===== src/rtl/spinor_fe_pkg.sv =====
// Shared opcodes, command codes and state types for the SPI NOR front-end.
package spinor_fe_pkg;
    localparam int BYTE_BITS = 8;

    localparam logic [7:0] OPC_WREN  = 8'h06;
    localparam logic [7:0] OPC_WRDI  = 8'h04;
    localparam logic [7:0] OPC_RDSR  = 8'h05;
    localparam logic [7:0] OPC_WRSR  = 8'h01;
    localparam logic [7:0] OPC_READ  = 8'h03;
    localparam logic [7:0] OPC_FREAD = 8'h0B;
    localparam logic [7:0] OPC_PP    = 8'h02;
    localparam logic [7:0] OPC_SE    = 8'h20;
    localparam logic [7:0] OPC_BE    = 8'hD8;
    localparam logic [7:0] OPC_CE1   = 8'hC7;
    localparam logic [7:0] OPC_CE2   = 8'h60;
    localparam logic [7:0] OPC_MID   = 8'h90;
    localparam logic [7:0] OPC_JID   = 8'h9F;

    typedef enum logic [2:0] {
        CMD_WREN = 3'd0, CMD_WRDI = 3'd1, CMD_WRSR = 3'd2, CMD_PP = 3'd3,
        CMD_SE = 3'd4, CMD_BE = 3'd5, CMD_CE = 3'd6
    } cmd_e;

    typedef enum logic [2:0] {
        ST_OP, ST_ADDR, ST_DUMMY, ST_OUT, ST_DIN, ST_HOLD, ST_SKIP
    } st_e;

    typedef enum logic [1:0] {
        SRC_STAT, SRC_MEM, SRC_JID, SRC_MID
    } src_e;
endpackage


===== src/rtl/spinor_fe_rx.sv =====
// Oversamples SCLK, CS# and SI in the system clock domain, finds edges,
// and assembles MSB-first bytes. Assumes the inputs are already synchronous
// and that SCLK stays in each level for at least three system clocks.
module spinor_fe_rx
    import spinor_fe_pkg::*;
(
    input  logic                 clk,
    input  logic                 rst_n,
    input  logic                 sclk,
    input  logic                 cs_n,
    input  logic                 si,
    output logic                 sel,
    output logic                 cs_rise,
    output logic                 sclk_rise,
    output logic                 sclk_fall,
    output logic                 aligned,
    output logic                 byte_valid,
    output logic [BYTE_BITS-1:0] byte_data
);
    localparam int CNT_W = $clog2(BYTE_BITS);

    logic             s_sclk, p_sclk, s_cs_n, p_cs_n, s_si;
    logic [CNT_W-1:0] bit_cnt;
    logic [BYTE_BITS-2:0] shreg;

    // Sample pins and keep one older copy for edge detection.
    always_ff @(posedge clk) begin
        if (!rst_n) begin
            s_sclk <= 1'b0; p_sclk <= 1'b0;
            s_cs_n <= 1'b1; p_cs_n <= 1'b1;
            s_si   <= 1'b0;
        end else begin
            s_sclk <= sclk; p_sclk <= s_sclk;
            s_cs_n <= cs_n; p_cs_n <= s_cs_n;
            s_si   <= si;
        end
    end

    assign sel       = !s_cs_n;
    assign cs_rise   = s_cs_n && !p_cs_n;
    assign sclk_rise = s_sclk && !p_sclk;
    assign sclk_fall = !s_sclk && p_sclk;

    // Count bits and shift data while selected; clear on deselect.
    always_ff @(posedge clk) begin
        if (!rst_n || !sel) begin
            bit_cnt <= '0;
            shreg   <= '0;
        end else if (sclk_rise) begin
            bit_cnt <= bit_cnt + 1'b1;
            shreg   <= {shreg[BYTE_BITS-3:0], s_si};
        end
    end

    assign aligned    = (bit_cnt == '0);
    assign byte_valid = sel && sclk_rise && (bit_cnt == CNT_W'(BYTE_BITS-1));
    assign byte_data  = {shreg, s_si};
endmodule


===== src/rtl/spinor_fe_tx.sv =====
// Serialises bytes MSB first on falling SCLK. It samples tx_byte at the
// first falling edge of each byte and pulses take at that edge, so the
// byte source may step to its next byte.
module spinor_fe_tx
    import spinor_fe_pkg::*;
(
    input  logic                 clk,
    input  logic                 rst_n,
    input  logic                 en,
    input  logic                 sclk_fall,
    input  logic [BYTE_BITS-1:0] tx_byte,
    output logic                 so,
    output logic                 take
);
    localparam int CNT_W = $clog2(BYTE_BITS);

    logic [CNT_W-1:0]     cnt;
    logic [BYTE_BITS-2:0] shreg;

    assign take = en && sclk_fall && (cnt == '0);

    // Shift out one bit per falling edge; reload at each byte start.
    always_ff @(posedge clk) begin
        if (!rst_n) begin
            cnt <= '0; shreg <= '0; so <= 1'b0;
        end else if (!en) begin
            cnt <= '0;
        end else if (sclk_fall) begin
            cnt <= cnt + 1'b1;
            if (cnt == '0) {so, shreg} <= tx_byte;
            else           {so, shreg} <= {shreg, 1'b0};
        end
    end

    AST_SO_ON_FALL: assert property (@(posedge clk) disable iff (!rst_n)
        !$stable(so) |-> $past(sclk_fall));
endmodule


===== src/rtl/spinor_fe_ctrl.sv =====
// Command state machine: decodes opcodes, collects the address, picks the
// output byte source, and commits write-class commands only when CS# rises
// on a byte boundary. Assumes a combinational read port (rd_data follows
// rd_addr in the same cycle).
module spinor_fe_ctrl
    import spinor_fe_pkg::*;
#(
    parameter int         ADDR_BYTES = 3,
    parameter logic [7:0] MFR_ID     = 8'h0E,
    parameter logic [7:0] MEM_TYPE   = 8'h40,
    parameter logic [7:0] MEM_CAP    = 8'h13,
    parameter logic [7:0] DEV_ID     = 8'h12,
    localparam int        ADDR_W     = ADDR_BYTES * BYTE_BITS
) (
    input  logic                 clk,
    input  logic                 rst_n,
    input  logic                 sel,
    input  logic                 cs_rise,
    input  logic                 aligned,
    input  logic                 byte_valid,
    input  logic [BYTE_BITS-1:0] byte_data,
    input  logic                 take,
    input  logic                 busy,
    input  logic [BYTE_BITS-1:0] status_byte,
    input  logic [BYTE_BITS-1:0] rd_data,
    output logic                 out_en,
    output logic [BYTE_BITS-1:0] tx_byte,
    output logic [ADDR_W-1:0]    rd_addr,
    output logic                 rd_en,
    output logic                 cmd_valid,
    output logic [2:0]           cmd_op,
    output logic [ADDR_W-1:0]    cmd_addr,
    output logic                 wr_valid,
    output logic [BYTE_BITS-1:0] wr_data
);
    localparam int ACNT_W = (ADDR_BYTES > 1) ? $clog2(ADDR_BYTES) : 1;

    st_e               state;
    src_e              src;
    cmd_e              pend;
    logic [7:0]        op;
    logic [ACNT_W-1:0] acnt;
    logic [ADDR_W-1:0] addr_sh;
    logic [ADDR_W-1:0] full_addr;
    logic [1:0]        id_idx;
    logic              got_data;

    assign full_addr = {addr_sh[ADDR_W-BYTE_BITS-1:0], byte_data};
    assign out_en    = sel && (state == ST_OUT);
    assign rd_en     = out_en && (src == SRC_MEM);
    assign cmd_addr  = addr_sh;

    // Select the byte offered to the serialiser.
    always_comb begin
        case (src)
            SRC_STAT: tx_byte = status_byte;
            SRC_MEM:  tx_byte = rd_data;
            SRC_JID:  tx_byte = (id_idx == 2'd0) ? MFR_ID :
                                (id_idx == 2'd1) ? MEM_TYPE : MEM_CAP;
            default:  tx_byte = id_idx[0] ? DEV_ID : MFR_ID;
        endcase
    end

    // Sequence the command phases and emit strobes.
    always_ff @(posedge clk) begin
        if (!rst_n) begin
            state <= ST_OP; src <= SRC_STAT; pend <= CMD_WREN; op <= '0;
            acnt <= '0; addr_sh <= '0; rd_addr <= '0; id_idx <= '0;
            got_data <= 1'b0; cmd_valid <= 1'b0; cmd_op <= '0;
            wr_valid <= 1'b0; wr_data <= '0;
        end else begin
            cmd_valid <= 1'b0;
            wr_valid  <= 1'b0;
            if (!sel) begin
                if (cs_rise && aligned) begin
                    if (state == ST_HOLD) begin
                        cmd_valid <= 1'b1; cmd_op <= pend;
                    end else if (state == ST_DIN && op == OPC_PP && got_data) begin
                        cmd_valid <= 1'b1; cmd_op <= CMD_PP;
                    end
                end
                state <= ST_OP; acnt <= '0; got_data <= 1'b0;
            end else if (byte_valid) begin
                case (state)
                    ST_OP: begin
                        op <= byte_data;
                        case (byte_data)
                            OPC_WREN: begin pend <= CMD_WREN; state <= ST_HOLD; end
                            OPC_WRDI: begin pend <= CMD_WRDI; state <= ST_HOLD; end
                            OPC_CE1, OPC_CE2: begin pend <= CMD_CE; state <= ST_HOLD; end
                            OPC_RDSR: begin src <= SRC_STAT; state <= ST_OUT; end
                            OPC_WRSR: state <= ST_DIN;
                            OPC_PP, OPC_SE, OPC_BE: state <= ST_ADDR;
                            OPC_READ, OPC_FREAD, OPC_MID:
                                state <= busy ? ST_SKIP : ST_ADDR;
                            OPC_JID: begin
                                src <= SRC_JID; id_idx <= 2'd0;
                                state <= busy ? ST_SKIP : ST_OUT;
                            end
                            default: state <= ST_SKIP;
                        endcase
                    end
                    ST_ADDR: begin
                        addr_sh <= full_addr;
                        acnt    <= acnt + 1'b1;
                        if (acnt == ACNT_W'(ADDR_BYTES-1)) begin
                            case (op)
                                OPC_READ:  begin rd_addr <= full_addr; src <= SRC_MEM; state <= ST_OUT; end
                                OPC_FREAD: begin rd_addr <= full_addr; state <= ST_DUMMY; end
                                OPC_PP:    state <= ST_DIN;
                                OPC_SE:    begin pend <= CMD_SE; state <= ST_HOLD; end
                                OPC_BE:    begin pend <= CMD_BE; state <= ST_HOLD; end
                                default:   begin src <= SRC_MID; id_idx <= {1'b0, full_addr[0]}; state <= ST_OUT; end
                            endcase
                        end
                    end
                    ST_DUMMY: begin src <= SRC_MEM; state <= ST_OUT; end
                    ST_DIN: begin
                        wr_valid <= 1'b1; wr_data <= byte_data;
                        if (op == OPC_WRSR) begin pend <= CMD_WRSR; state <= ST_HOLD; end
                        else got_data <= 1'b1;
                    end
                    ST_HOLD: state <= ST_SKIP;
                    default: ;
                endcase
            end else if (take && state == ST_OUT) begin
                case (src)
                    SRC_MEM: rd_addr <= rd_addr + 1'b1;
                    SRC_JID: id_idx  <= (id_idx == 2'd2) ? 2'd0 : id_idx + 2'd1;
                    SRC_MID: id_idx  <= {1'b0, ~id_idx[0]};
                    default: ;
                endcase
            end
        end
    end

    AST_COMMIT_ON_BOUNDARY: assert property (@(posedge clk) disable iff (!rst_n)
        cmd_valid |-> ($past(aligned) && $past(cs_rise)));
    AST_NO_CMD_WITH_DATA: assert property (@(posedge clk) disable iff (!rst_n)
        !(cmd_valid && wr_valid));
    AST_BUSY_READ_REFUSED: assert property (@(posedge clk) disable iff (!rst_n)
        (state == ST_OP && byte_valid && busy && byte_data == OPC_READ) |=> !out_en);
endmodule


===== src/rtl/spinor_fe.sv =====
// Top of the SPI NOR command front-end: input sampler, command sequencer
// and output serialiser. Assumes clk runs at least six times faster than SCLK.
module spinor_fe
    import spinor_fe_pkg::*;
#(
    parameter int         ADDR_BYTES = 3,
    parameter logic [7:0] MFR_ID     = 8'h0E,
    parameter logic [7:0] MEM_TYPE   = 8'h40,
    parameter logic [7:0] MEM_CAP    = 8'h13,
    parameter logic [7:0] DEV_ID     = 8'h12,
    localparam int        ADDR_W     = ADDR_BYTES * 8
) (
    input  logic              clk,
    input  logic              rst_n,
    input  logic              spi_sclk,
    input  logic              spi_cs_n,
    input  logic              spi_si,
    output logic              spi_so,
    output logic              spi_so_oe,
    input  logic              busy,
    input  logic [7:0]        status_byte,
    output logic [ADDR_W-1:0] rd_addr,
    output logic              rd_en,
    input  logic [7:0]        rd_data,
    output logic              cmd_valid,
    output logic [2:0]        cmd_op,
    output logic [ADDR_W-1:0] cmd_addr,
    output logic              wr_valid,
    output logic [7:0]        wr_data
);
    logic       sel, cs_rise, sclk_rise, sclk_fall, aligned, byte_valid, take;
    logic [7:0] byte_data, tx_byte;

    spinor_fe_rx u_rx (
        .clk(clk), .rst_n(rst_n), .sclk(spi_sclk), .cs_n(spi_cs_n), .si(spi_si),
        .sel(sel), .cs_rise(cs_rise), .sclk_rise(sclk_rise), .sclk_fall(sclk_fall),
        .aligned(aligned), .byte_valid(byte_valid), .byte_data(byte_data)
    );

    spinor_fe_ctrl #(
        .ADDR_BYTES(ADDR_BYTES), .MFR_ID(MFR_ID), .MEM_TYPE(MEM_TYPE),
        .MEM_CAP(MEM_CAP), .DEV_ID(DEV_ID)
    ) u_ctrl (
        .clk(clk), .rst_n(rst_n), .sel(sel), .cs_rise(cs_rise), .aligned(aligned),
        .byte_valid(byte_valid), .byte_data(byte_data), .take(take), .busy(busy),
        .status_byte(status_byte), .rd_data(rd_data), .out_en(spi_so_oe),
        .tx_byte(tx_byte), .rd_addr(rd_addr), .rd_en(rd_en), .cmd_valid(cmd_valid),
        .cmd_op(cmd_op), .cmd_addr(cmd_addr), .wr_valid(wr_valid), .wr_data(wr_data)
    );

    spinor_fe_tx u_tx (
        .clk(clk), .rst_n(rst_n), .en(spi_so_oe), .sclk_fall(sclk_fall),
        .tx_byte(tx_byte), .so(spi_so), .take(take)
    );

    AST_OE_NEEDS_SELECT: assert property (@(posedge clk) disable iff (!rst_n)
        spi_so_oe |-> !$past(spi_cs_n));
    AST_CMD_AFTER_DESELECT: assert property (@(posedge clk) disable iff (!rst_n)
        cmd_valid |-> $past(spi_cs_n, 2));
    AST_DATA_WHILE_SELECTED: assert property (@(posedge clk) disable iff (!rst_n)
        wr_valid |-> !$past(spi_cs_n, 2));
endmodule


===== config.mk =====
export PLATFORM = sky130hd
export DESIGN_NAME = spinor_fe
export DESIGN_NICKNAME = d
export VERILOG_FILES = /design/src/rtl/spinor_fe_pkg.sv /design/src/rtl/spinor_fe_rx.sv /design/src/rtl/spinor_fe_tx.sv /design/src/rtl/spinor_fe_ctrl.sv /design/src/rtl/spinor_fe.sv
export SDC_FILE = /design/constraint.sdc
export NUM_CORES = 1
export LEC_CHECK = 0
export CAP_MARGIN = 20
export CELL_PAD_IN_SITES_DETAIL_PLACEMENT = 1
export CELL_PAD_IN_SITES_GLOBAL_PLACEMENT = 2
export CORE_MARGIN = 10
export CORE_UTILIZATION = 34
export DETAILED_ROUTE_END_ITERATION = 12
export PLACE_DENSITY = 0.95
export SYNTH_ARGS = -nofsm -noshare
export SYNTH_HDL_FRONTEND = slang
export SYNTH_SLANG_ARGS = --single-unit

===== constraint.sdc =====
create_clock -name clk -period 3.64 [get_ports clk]
set_clock_uncertainty 0.05 [all_clocks]
set_input_delay 0.91 -clock clk [delete_from_list [all_inputs] [get_ports clk]]
set_output_delay 0.91 -clock clk [all_outputs]
set_load 0.03 [all_outputs]

; ---- Yosys cells after proc, flatten, opt, wreduce, memory -nomap -nowiden
; Index checks and enable logic that the tools add are counted.
[totals]
out_inout_bits = 64
in_bits = 22
word_cells = 173
reg_bits = 108
[classes]
n_addsub = 5
bitwise_logic = 5
n_eq_ne = 44
n_reduce_logical = 55
n_mux = 41
[ops]
columns = op, n
row1 = $mux 24, 6
row2 = $eq 8x8->1 const B, 5
row3 = $eq 8x2->1 const B, 4
row4 = $pmux 3 s3, 3
row5 = $add 24x1->24 const B, 1
row6 = $eq 8x3->1 const B, 3
row7 = $mux 3, 8
row8 = $pmux 8 s3, 1
row9 = $pmux 3 s6, 1
row10 = $reduce_and 3->1, 6
row11 = $eq 8x1->1 const B, 2
row12 = $eq 8x4->1 const B, 2
row13 = $eq 8x6->1 const B, 2
row14 = $pmux 2 s2, 4
row15 = $pmux 3 s5, 1
row16 = $mux 2, 7
row17 = $mux 7, 2
row18 = $reduce_and 7->1, 2
row19 = $logic_and 1x1->1, 13
row20 = $reduce_and 6->1, 2
row21 = $eq 3x3->1 const B, 3
row22 = $logic_not 3->1, 3
row23 = $ne 3x1->1 const B, 3
row24 = $reduce_bool 3->1, 3
row25 = 29 further kinds, 63

; ---- Depth between registers and ports, before layout
; Gate-level depths: netlist of run 1.
[depth]
ltp_word = 7
ltp_mapped = 10
mapped_depth_nobuf = 7

; ---- Modules after synthesis
; Synthesis of run 1 repeated with hierarchy kept, for this count alone.
[unflattened]
hier_cells = 724
hier_area_um2 = 5714.2
[by_module_without_submodules]
columns = mod, area_per_inst_um2, seq_area_each_um2, cells_each, n_inst
row1 = spinor_fe_ctrl, 4583.1, 1641.6, 606, 1
row2 = spinor_fe_rx, 618.1, 300.3, 65, 1
row3 = spinor_fe_tx, 513.0, 220.2, 53, 1

; ---- Worst setup path before layout of run 1
; No wires, ideal clock.
[synth_path]
path_type = register to output
from = register u_ctrl.state[2]
to = output rd_en
path_buffers = 2
required_time_ns = 2.680
arrival_ns = 1.458
path_stages_with_launch = 5
setup_slack_ns = 1.222
cell_sequence = dfxtp_1 -> buf_2 -> and4bb_2 -> clkbuf_1 -> and2_1
[synth_between]
elab_chain_cells = 3
[synth_lines]
columns = element, line
row1 = start: declaration, spinor_fe_ctrl.sv:38  ; st_e state;
row2 = start signal: assignment, spinor_fe_ctrl.sv:95  ; state <= busy ? ST_SKIP : ST_ADDR;
row3 = start signal: assignment, spinor_fe_ctrl.sv:98  ; state <= busy ? ST_SKIP : ST_OUT;
row4 = $eq 3x2->1, spinor_fe_ctrl.sv:49  ; assign out_en = sel && (state == ST_OUT);
row5 = $logic_and 1x1->1, spinor_fe_ctrl.sv:49
row6 = via spi_so_oe, spinor_fe.sv:19  ; output logic spi_so_oe,
row7 = $logic_and 1x1->1, spinor_fe_ctrl.sv:50  ; assign rd_en = out_en && (src == SRC_MEM);
row8 = end: declaration, spinor_fe.sv:23  ; output logic rd_en,
; The timed path passes the listed nets, and every way through them passes these cells.

; ---- Worst setup path after layout of run 1
[layout_path]
from = register u_ctrl.state[0]
to = output rd_en
[layout_between]
elab_chain_cells = 3
[layout_lines]
columns = element, line
row1 = $eq 3x2->1, spinor_fe_ctrl.sv:49
row2 = $logic_and 1x1->1, spinor_fe_ctrl.sv:49
row3 = $logic_and 1x1->1, spinor_fe_ctrl.sv:50
; No other way between the ends.

==> impl_summary.log, run 1 <==
INFO  metric power_switching = 0.517 mW
INFO  metric synthSimpleGateAreaFrac = 0.284
INFO  metric worstHoldPathType = reg2reg
INFO  metric fin_crit = 3.23 ns
INFO  metric first_global_vias = 6037
INFO  metric setup_repair_after_global_routing_missed_its_margin = false
INFO  metric required_time_of_the_critical_path = 2.68 ns
INFO  metric cts_hold_buffers = 0
INFO  metric port_buffers = 85
INFO  metric grt_pass1_wl = 32400 µm
INFO  metric timing.critical_path.arrival = 2.27 ns
INFO  metric drt-wirelength-per-cell = 19.9 µm
INFO  metric power_leakage = 2.18 nW
INFO  metric p_sw_frac = 0.224
INFO  metric yosysWarnings = 0
INFO  metric worst_setup_path_end_kind = primary output
INFO  metric cell_chosen_for_the_clock_root = sky130_fd_sc_hd__clkbuf_16
INFO  metric synth.area.mux_share = 0.0198
INFO  metric grt_start_max_net_pins = 50
INFO  metric design.final.nets = 821
INFO  metric clock-sinks = 108
INFO  metric die_y = 149 µm
INFO  metric slew_headroom = 0.415
INFO  metric synth_xor_xnor_area_share = 0.00770
INFO  metric detail_route.drc_violations = 0
INFO  metric synth_most_common_cell = sky130_fd_sc_hd__nand2_1
INFO  metric postSynth.asyncResetShare = 0
INFO  metric num_rows = 47
INFO  metric synth_compound_area_frac = 0.237
INFO  metric outcome = finished, final reports clean
INFO  metric final_number_of_setup_violating_endpoints = 0
INFO  metric area_growth = 22.5%
INFO  metric dieArea = 22300 µm²
INFO  metric clk-insertion-delay-late = 0.36 ns
INFO  metric internal-power = 1.80 mW
INFO  metric synth_commonest_cells = 144 x sky130_fd_sc_hd__nand2_1, 108 x sky130_fd_sc_hd__dfxtp_1, 87 x sky130_fd_sc_hd__a21oi_1
INFO  metric finalCritPeriodShare = 0.888
INFO  metric grt.overflow.total = 0
INFO  metric timing.max_cap.violations = 0
INFO  metric number_of_endpoints_with_negative_hold_slack_in_the_final_report = 0
INFO  metric cts-htree-levels = 3
INFO  metric post_cts_buffers = 0
INFO  metric drt_pre_antenna_iters = 4
INFO  metric grt_util_all_layers = 0.179
INFO  metric postRouteAntennaNets = 0
INFO  metric pwr-share-seq = 0.515
INFO  metric worstPathMaxFanout = 16
INFO  metric antenna_violations_before_repair = 0
INFO  metric synth-edff-count = 0
INFO  metric criticalPathCategory = reg2out
INFO  metric boundaryPins = 86
INFO  metric fraction_of_layout_instances_using_a_drive_strength_above_1 = 0.0653
INFO  metric max-clock-path-buffers = 2
INFO  metric initial_core_util = 0.345
INFO  metric cts_tree = built
INFO  metric routabilityCongestion = 0.874
INFO  metric core_region_area = 16500 µm²
INFO  metric synthesis.area_per_instance = 7.66 µm²
INFO  metric antennaDiodeCount = 0
INFO  metric tns = 0 ns
INFO  metric flops_latches_synth = 108
INFO  metric synthDominantCellAreaShare = 0.380
INFO  metric synth_cell_type_count = 79
INFO  metric clock_power_share = 0.450
INFO  metric mappedNetlistArea = 5690 µm²
INFO  metric ratio_of_routed_vias_to_standard_cells = 5.71
INFO  metric drt_iter0_markers = 292
INFO  metric power.ir.vdd_worst = 202 µV
INFO  metric synth.area.top_cells = sky130_fd_sc_hd__dfxtp_1 38%, sky130_fd_sc_hd__nand2_1 9.5%, sky130_fd_sc_hd__a21oi_1 7.7%, sky130_fd_sc_hd__nor2_1 3.8%, sky130_fd_sc_hd__clkbuf_1 2.5%
INFO  metric yosys.area.top_type = sky130_fd_sc_hd__dfxtp_1
INFO  metric die_x_extent = 149 µm
INFO  metric clock.fmax = 309 MHz
INFO  metric postSynth.topFlopCell = sky130_fd_sc_hd__dfxtp_1
INFO  metric power.density = 332 nW/µm²
INFO  metric critical_path.startpoint_type = flip-flop
INFO  metric comb_power_share = 0.035
INFO  metric proportion_of_synthesized_chip_area_in_sequential_cells = 0.380
INFO  metric clk_transition_reported_paths = 0.07 ns
INFO  metric hold_ws = 0.414 ns
INFO  metric fin_total_pwr = 2.31 mW
INFO  metric routed_wl = 20200 µm
INFO  metric final-max-slew-violation-count = 0
INFO  metric synth.net_count = 771
INFO  metric tritoncts.num_buffers = 9
INFO  metric worstMarginPinSlew = 0.875 ns
INFO  metric detailed_place_hpwl = 14700 µm
INFO  metric synth_top_family_by_area = simple AND/OR/NAND/NOR gates
INFO  metric post_synth_inst_count = 742
INFO  metric vias = 5804
INFO  metric post_synth_fa_ha_maj_area_fraction = 0.0154
INFO  metric ctsResizeCount = 0
INFO  metric fillers = 2011
[state kept, by name (all words and copies together), names as in the netlist, 2 cells and up]
register	cells
u_ctrl.pend	3
u_ctrl.src	2
u_ctrl.wr_data	8
u_ctrl.rd_addr	24
u_ctrl.id_idx	2
u_rx.bit_cnt	3
u_ctrl.acnt	2
u_rx.shreg	7
u_tx.shreg	7
u_ctrl.op	8
u_ctrl.cmd_op	3
u_tx.cnt	3
u_ctrl.cmd_addr	24
u_ctrl.state	3
[metrics by stage]
step                cell area (µm²)  instances  worst slack, ns  utilization
floorplan                      5690        742             1.22            -
global placement               6660       1001            0.841        0.404
detailed placement             6660       1001            0.800        0.404
CTS                            6970       1016            0.393        0.423
global route                   6970       1016            0.306        0.423
finish                         6970       1016            0.407        0.423
[critical path, stage by stage (launching register included)]
cell,delay [ns]
sky130_fd_sc_hd__dfxtp_1,0.65
sky130_fd_sc_hd__and4bb_2,0.42
sky130_fd_sc_hd__and2_1,0.16
sky130_fd_sc_hd__clkdlybuf4s50_1,0.68
[placed cells by master, fill, tap and decap left out, types with 6 or more instances in the layout]
cell type,synthesis,final
sky130_fd_sc_hd__nand2_1,144,144
sky130_fd_sc_hd__dfxtp_1,108,108
sky130_fd_sc_hd__a21oi_1,87,87
sky130_fd_sc_hd__clkdlybuf4s50_1,0,85
sky130_fd_sc_hd__nor2_1,57,57
sky130_fd_sc_hd__nand3_1,27,27
sky130_fd_sc_hd__o21ai_0,21,21
sky130_fd_sc_hd__nor3_1,17,17
sky130_fd_sc_hd__inv_1,15,15
sky130_fd_sc_hd__nand4_1,14,14
sky130_fd_sc_hd__buf_4,1,14
sky130_fd_sc_hd__and2_1,11,11
sky130_fd_sc_hd__nor2b_1,10,10
sky130_fd_sc_hd__a31oi_1,10,10
sky130_fd_sc_hd__or3_1,9,9
sky130_fd_sc_hd__mux2i_1,9,9
sky130_fd_sc_hd__a211oi_1,9,9
sky130_fd_sc_hd__nor4_1,9,9
sky130_fd_sc_hd__clkbuf_16,0,9
sky130_fd_sc_hd__and3_1,8,8
sky130_fd_sc_hd__nand2b_1,7,7
sky130_fd_sc_hd__ha_1,7,7
sky130_fd_sc_hd__a311oi_1,6,6
[metal layers]
| layer | part of all wire | vias to the layer above | global-route usage |
|---|---|---|---|
| met2 | 0.47 | 141 | 0.291 |
| met4 | 0.021 | 0 | 0.0564 |
| met3 | 0.051 | 31 | 0.0388 |
| li1 | - | 2762 | - |
| met1 | 0.46 | 2870 | 0.231 |
| met5 | 0 | - | 0 |
[cell families after synthesis]
kind of cell,after synthesis
AND/OR/NAND/NOR,336
AO/OA/AOI/OAI,200
flip-flops,108
buffers and inverters,76
multiplexers,10
adder cells (fa/ha/maj),7
XOR/XNOR,5
[path summary, 6_finish.rpt]
check	endpoint	from	slack, ns	cells past startpoint
max	rd_en	u_ctrl.state[0]$_SDFFE_PP0P_	0.41	3
min	u_ctrl.cmd_addr[22]$_SDFFE_PN0P_	u_ctrl.cmd_addr[22]$_SDFFE_PN0P_	0.41	2
max reg2reg	u_ctrl.rd_addr[16]$_SDFFE_PN0P_	u_ctrl.state[0]$_SDFFE_PP0P_	0.96	5
min reg2reg	u_ctrl.cmd_addr[22]$_SDFFE_PN0P_	u_ctrl.cmd_addr[22]$_SDFFE_PN0P_	0.41	2
[final cells by class]
cell class	instances	area, µm²	share of cell area
inverter	16	60.1	0.00862
clock buffer	11	253	0.0363
clock inverter	4	55.1	0.00790
sequential	108	2160	0.310
multi-input combinational	558	3210	0.460
timing repair buffer	99	956	0.137
tap	220	275	0.0395
[power by group through the flow]
| stage | clock (mW) | sequential [mW] | combinational [mW] |
|---|---|---|---|
| floorplan | 0 | 1.22 | 0.0394 |
| global placement | 0 | 1.22 | 0.0791 |
| detailed placement | 0 | 1.22 | 0.0813 |
| CTS | 1.07 | 1.19 | 0.0820 |
| global route | 1.12 | 1.19 | 0.0877 |
| finish | 1.04 | 1.19 | 0.0806 |
(Power assumes the default switching activity.)
==> run 2: changes to the inputs <==
--- a/config.mk
+++ b/config.mk
@@ -11,6 +11,7 @@
 export CORE_MARGIN = 10
 export CORE_UTILIZATION = 34
 export DETAILED_ROUTE_END_ITERATION = 12
+export GPL_ROUTABILITY_DRIVEN = 0
 export PLACE_DENSITY = 0.95
 export SYNTH_ARGS = -nofsm -noshare
 export SYNTH_HDL_FRONTEND = slang
==> run 2 against run 1 <==
Against the previous run:
- sequential cell count is the same
- critical path depth is the same
- sequential power is essentially flat
- clock power shrank 4%
- sequential share of layout area is essentially flat
- critical path type unchanged
- count of clock-buffer cells in the layout is the same
- core utilization is essentially flat
- die area is the same
- global-route usage is essentially flat
- non-clock buffer count grew 1
- wire length grew 1.2%
- hold slack is essentially flat
==> impl_summary.log, run 2 (synthesized netlist as in run 1, its figures left out) <==
INFO  metric crit_buf_inv = 1
INFO  metric clock-sinks = 108
INFO  metric cts_hold_buffers = 0
INFO  metric core_region_area = 16500 µm²
INFO  metric multi_input_comb_area = 3210 µm²
INFO  metric power.ir.vdd_worst = 212 µV
INFO  metric critical_path.startpoint_type = flip-flop
INFO  metric drt_iter0_markers = 476
INFO  metric regToRegStartpoint = u_ctrl.state[0]$_SDFFE_PP0P_
INFO  metric power_leakage = 2.18 nW
INFO  metric antennaDiodeCount = 0
INFO  metric clk-insertion-delay-late = 0.36 ns
INFO  metric drt_pre_antenna_iters = 5
INFO  metric grt_util_all_layers = 0.179
INFO  metric area_growth = 22.4%
INFO  metric layout.cells.non_filler = 1018
INFO  metric fraction_of_layout_instances_using_a_drive_strength_above_1 = 0.0677
INFO  metric port_buffers = 85
INFO  metric criticalPathCategory = reg2out
INFO  metric crit_slowest_cell = sky130_fd_sc_hd__clkdlybuf4s50_1
INFO  metric cell_chosen_for_the_clock_root = sky130_fd_sc_hd__clkbuf_16
INFO  metric worstPathCellList = and4bb_2, and2_1, clkdlybuf4s50_1
INFO  metric final_cell_mix = 144 x sky130_fd_sc_hd__nand2_1, 108 x sky130_fd_sc_hd__dfxtp_1, 87 x sky130_fd_sc_hd__a21oi_1
INFO  metric detail_route.drc_violations = 0
INFO  metric fin_crit = 3.23 ns
INFO  metric pwr-share-seq = 0.526
INFO  metric number_of_endpoints_with_negative_hold_slack_in_the_final_report = 0
INFO  metric cts-htree-levels = 3
INFO  metric utilization = 0.423
INFO  metric reg2reg_depth = 5
INFO  metric timing.max_cap.violations = 0
INFO  metric slew_headroom = 0.367
INFO  metric vias = 5956
INFO  metric cts_tree = built
INFO  metric routed_wl = 20500 µm
INFO  metric worstPathMaxFanout = 16
INFO  metric grt_pass1_wl = 32400 µm
INFO  metric layout_setup_ws = 0.412 ns
INFO  metric grt_start_max_net_pins = 54
INFO  metric holdPathStages = 2
INFO  metric hold_ws = 0.414 ns
INFO  metric drt-wirelength-per-cell = 20.1 µm
INFO  metric grt.overflow.total = 0
INFO  metric final-max-slew-violation-count = 0
INFO  metric crit_path_max_incr_delay = 0.68 ns
INFO  metric timing.critical_path.arrival = 2.27 ns
INFO  metric dieArea = 22300 µm²
INFO  metric ff_latch_area = 2160 µm²
INFO  metric pre_cts_slack = 0.550 ns
INFO  metric tritoncts.num_buffers = 9
INFO  metric worst_path_dominant_cell_family = buffers and inverters
INFO  metric fillers = 2031
INFO  metric first_global_vias = 6053
INFO  metric clock.fmax = 310 MHz
INFO  metric regToRegEndpoint = u_ctrl.rd_addr[15]$_SDFFE_PN0P_
INFO  metric mostFrequentLayoutCell = sky130_fd_sc_hd__nand2_1
INFO  metric final_number_of_setup_violating_endpoints = 0
INFO  metric outcome = finished, final reports clean
INFO  metric power_switching = 0.535 mW
INFO  metric p_sw_frac = 0.236
INFO  metric total_placed_cells_including_tap_cells = 1002
INFO  metric tns = 0 ns
INFO  metric power.density = 326 nW/µm²
INFO  metric final_cell_area = 6960 µm²
INFO  metric detailed_place_hpwl = 14600 µm
INFO  metric required_time_of_the_critical_path = 2.68 ns
INFO  metric num_rows = 47
INFO  metric die_y = 149 µm
INFO  metric worstMarginPinSlew = 0.945 ns
INFO  metric hold_end = u_ctrl.wr_data[3]$_SDFFE_PN0P_
INFO  metric clk_transition_reported_paths = 0.08 ns
INFO  metric worstHoldPathType = reg2reg
INFO  metric clock_power_share = 0.438
INFO  metric finalCritPeriodShare = 0.887
INFO  metric ratio_of_routed_vias_to_standard_cells = 5.85
INFO  metric worst_setup_path_end_kind = primary output
INFO  metric post_cts_buffers = 0
INFO  metric placed_area = 6670 µm²
INFO  metric antenna_violations_before_repair = 0
INFO  metric postRouteAntennaNets = 0
INFO  metric comb_power_share = 0.036
INFO  metric hold_path_origin = u_ctrl.wr_data[3]$_SDFFE_PN0P_
INFO  metric design.final.nets = 822
INFO  metric initial_core_util = 0.345
INFO  metric max-clock-path-buffers = 2
INFO  metric setup_repair_after_global_routing_missed_its_margin = false
INFO  metric internal-power = 1.73 mW
INFO  metric ctsResizeCount = 0
INFO  metric reg2reg_setup_slack = 0.76 ns
INFO  metric die_x_extent = 149 µm
INFO  metric boundaryPins = 86
INFO  metric fin_total_pwr = 2.27 mW
-- run 2: cell count changes in the layout (fill, tap and decap cells not counted), sizes merged --
cell,delta
buf,+1
bufinv,-1
clkinvlp,+1
inv,+1
-- run 2: power groups by stage --
| stage | logic, mW | clock network, mW | registers [mW] |
|---|---|---|---|
| after floorplan | 0.0394 | 0 | 1.22 |
| after global placement | 0.0772 | 0 | 1.22 |
| after detailed placement | 0.0800 | 0 | 1.22 |
| after CTS | 0.0809 | 1.01 | 1.19 |
| after global routing | 0.0872 | 1.06 | 1.19 |
| final | 0.0814 | 0.994 | 1.19 |
-- run 2: tightest hold or removal path: cells and delay by family (launching register included) --
kind	cells	cell delay, ns
AO/OA/AOI/OAI	1	0.05
AND/OR/NAND/NOR	1	0.05
flip-flops	1	0.32
-- run 2: final cells by class --
type | instances | area share
Timing Repair Buffer | 100 | 0.138
Sequential cell | 108 | 0.311
Clock buffer | 11 | 0.0363
Clock inverter | 5 | 0.00593
Tap cell | 220 | 0.0395
Inverter | 16 | 0.00863
Multi-Input combinational cell | 558 | 0.461
-- run 2: worst max-delay path by stage --
stage / cells after the start / start / slack, ns / end
floorplan: 4 / u_ctrl.state[2]$_SDFFE_PP0P_ / 1.22 / rd_en
global route: 3 / u_ctrl.state[0]$_SDFFE_PP0P_ / 0.33 / rd_en
detailed placement: 5 / rst_n / 0.55 / u_ctrl.state[2]$_SDFFE_PP0P_
global placement: 5 / rst_n / 0.65 / u_ctrl.state[2]$_SDFFE_PP0P_
finish: 3 / u_ctrl.state[0]$_SDFFE_PP0P_ / 0.41 / rd_en
CTS: 3 / u_ctrl.state[0]$_SDFFE_PP0P_ / 0.43 / rd_en
-- run 2: metal layers --
layer  GRT usage  vias to the layer above  routed length (µm)
met5           0                        -                   0
met2       0.292                      177                9710
li1            -                     2769                   -
met1       0.234                     2991                9420
met4      0.0550                        0                 238
met3      0.0309                       19                1110
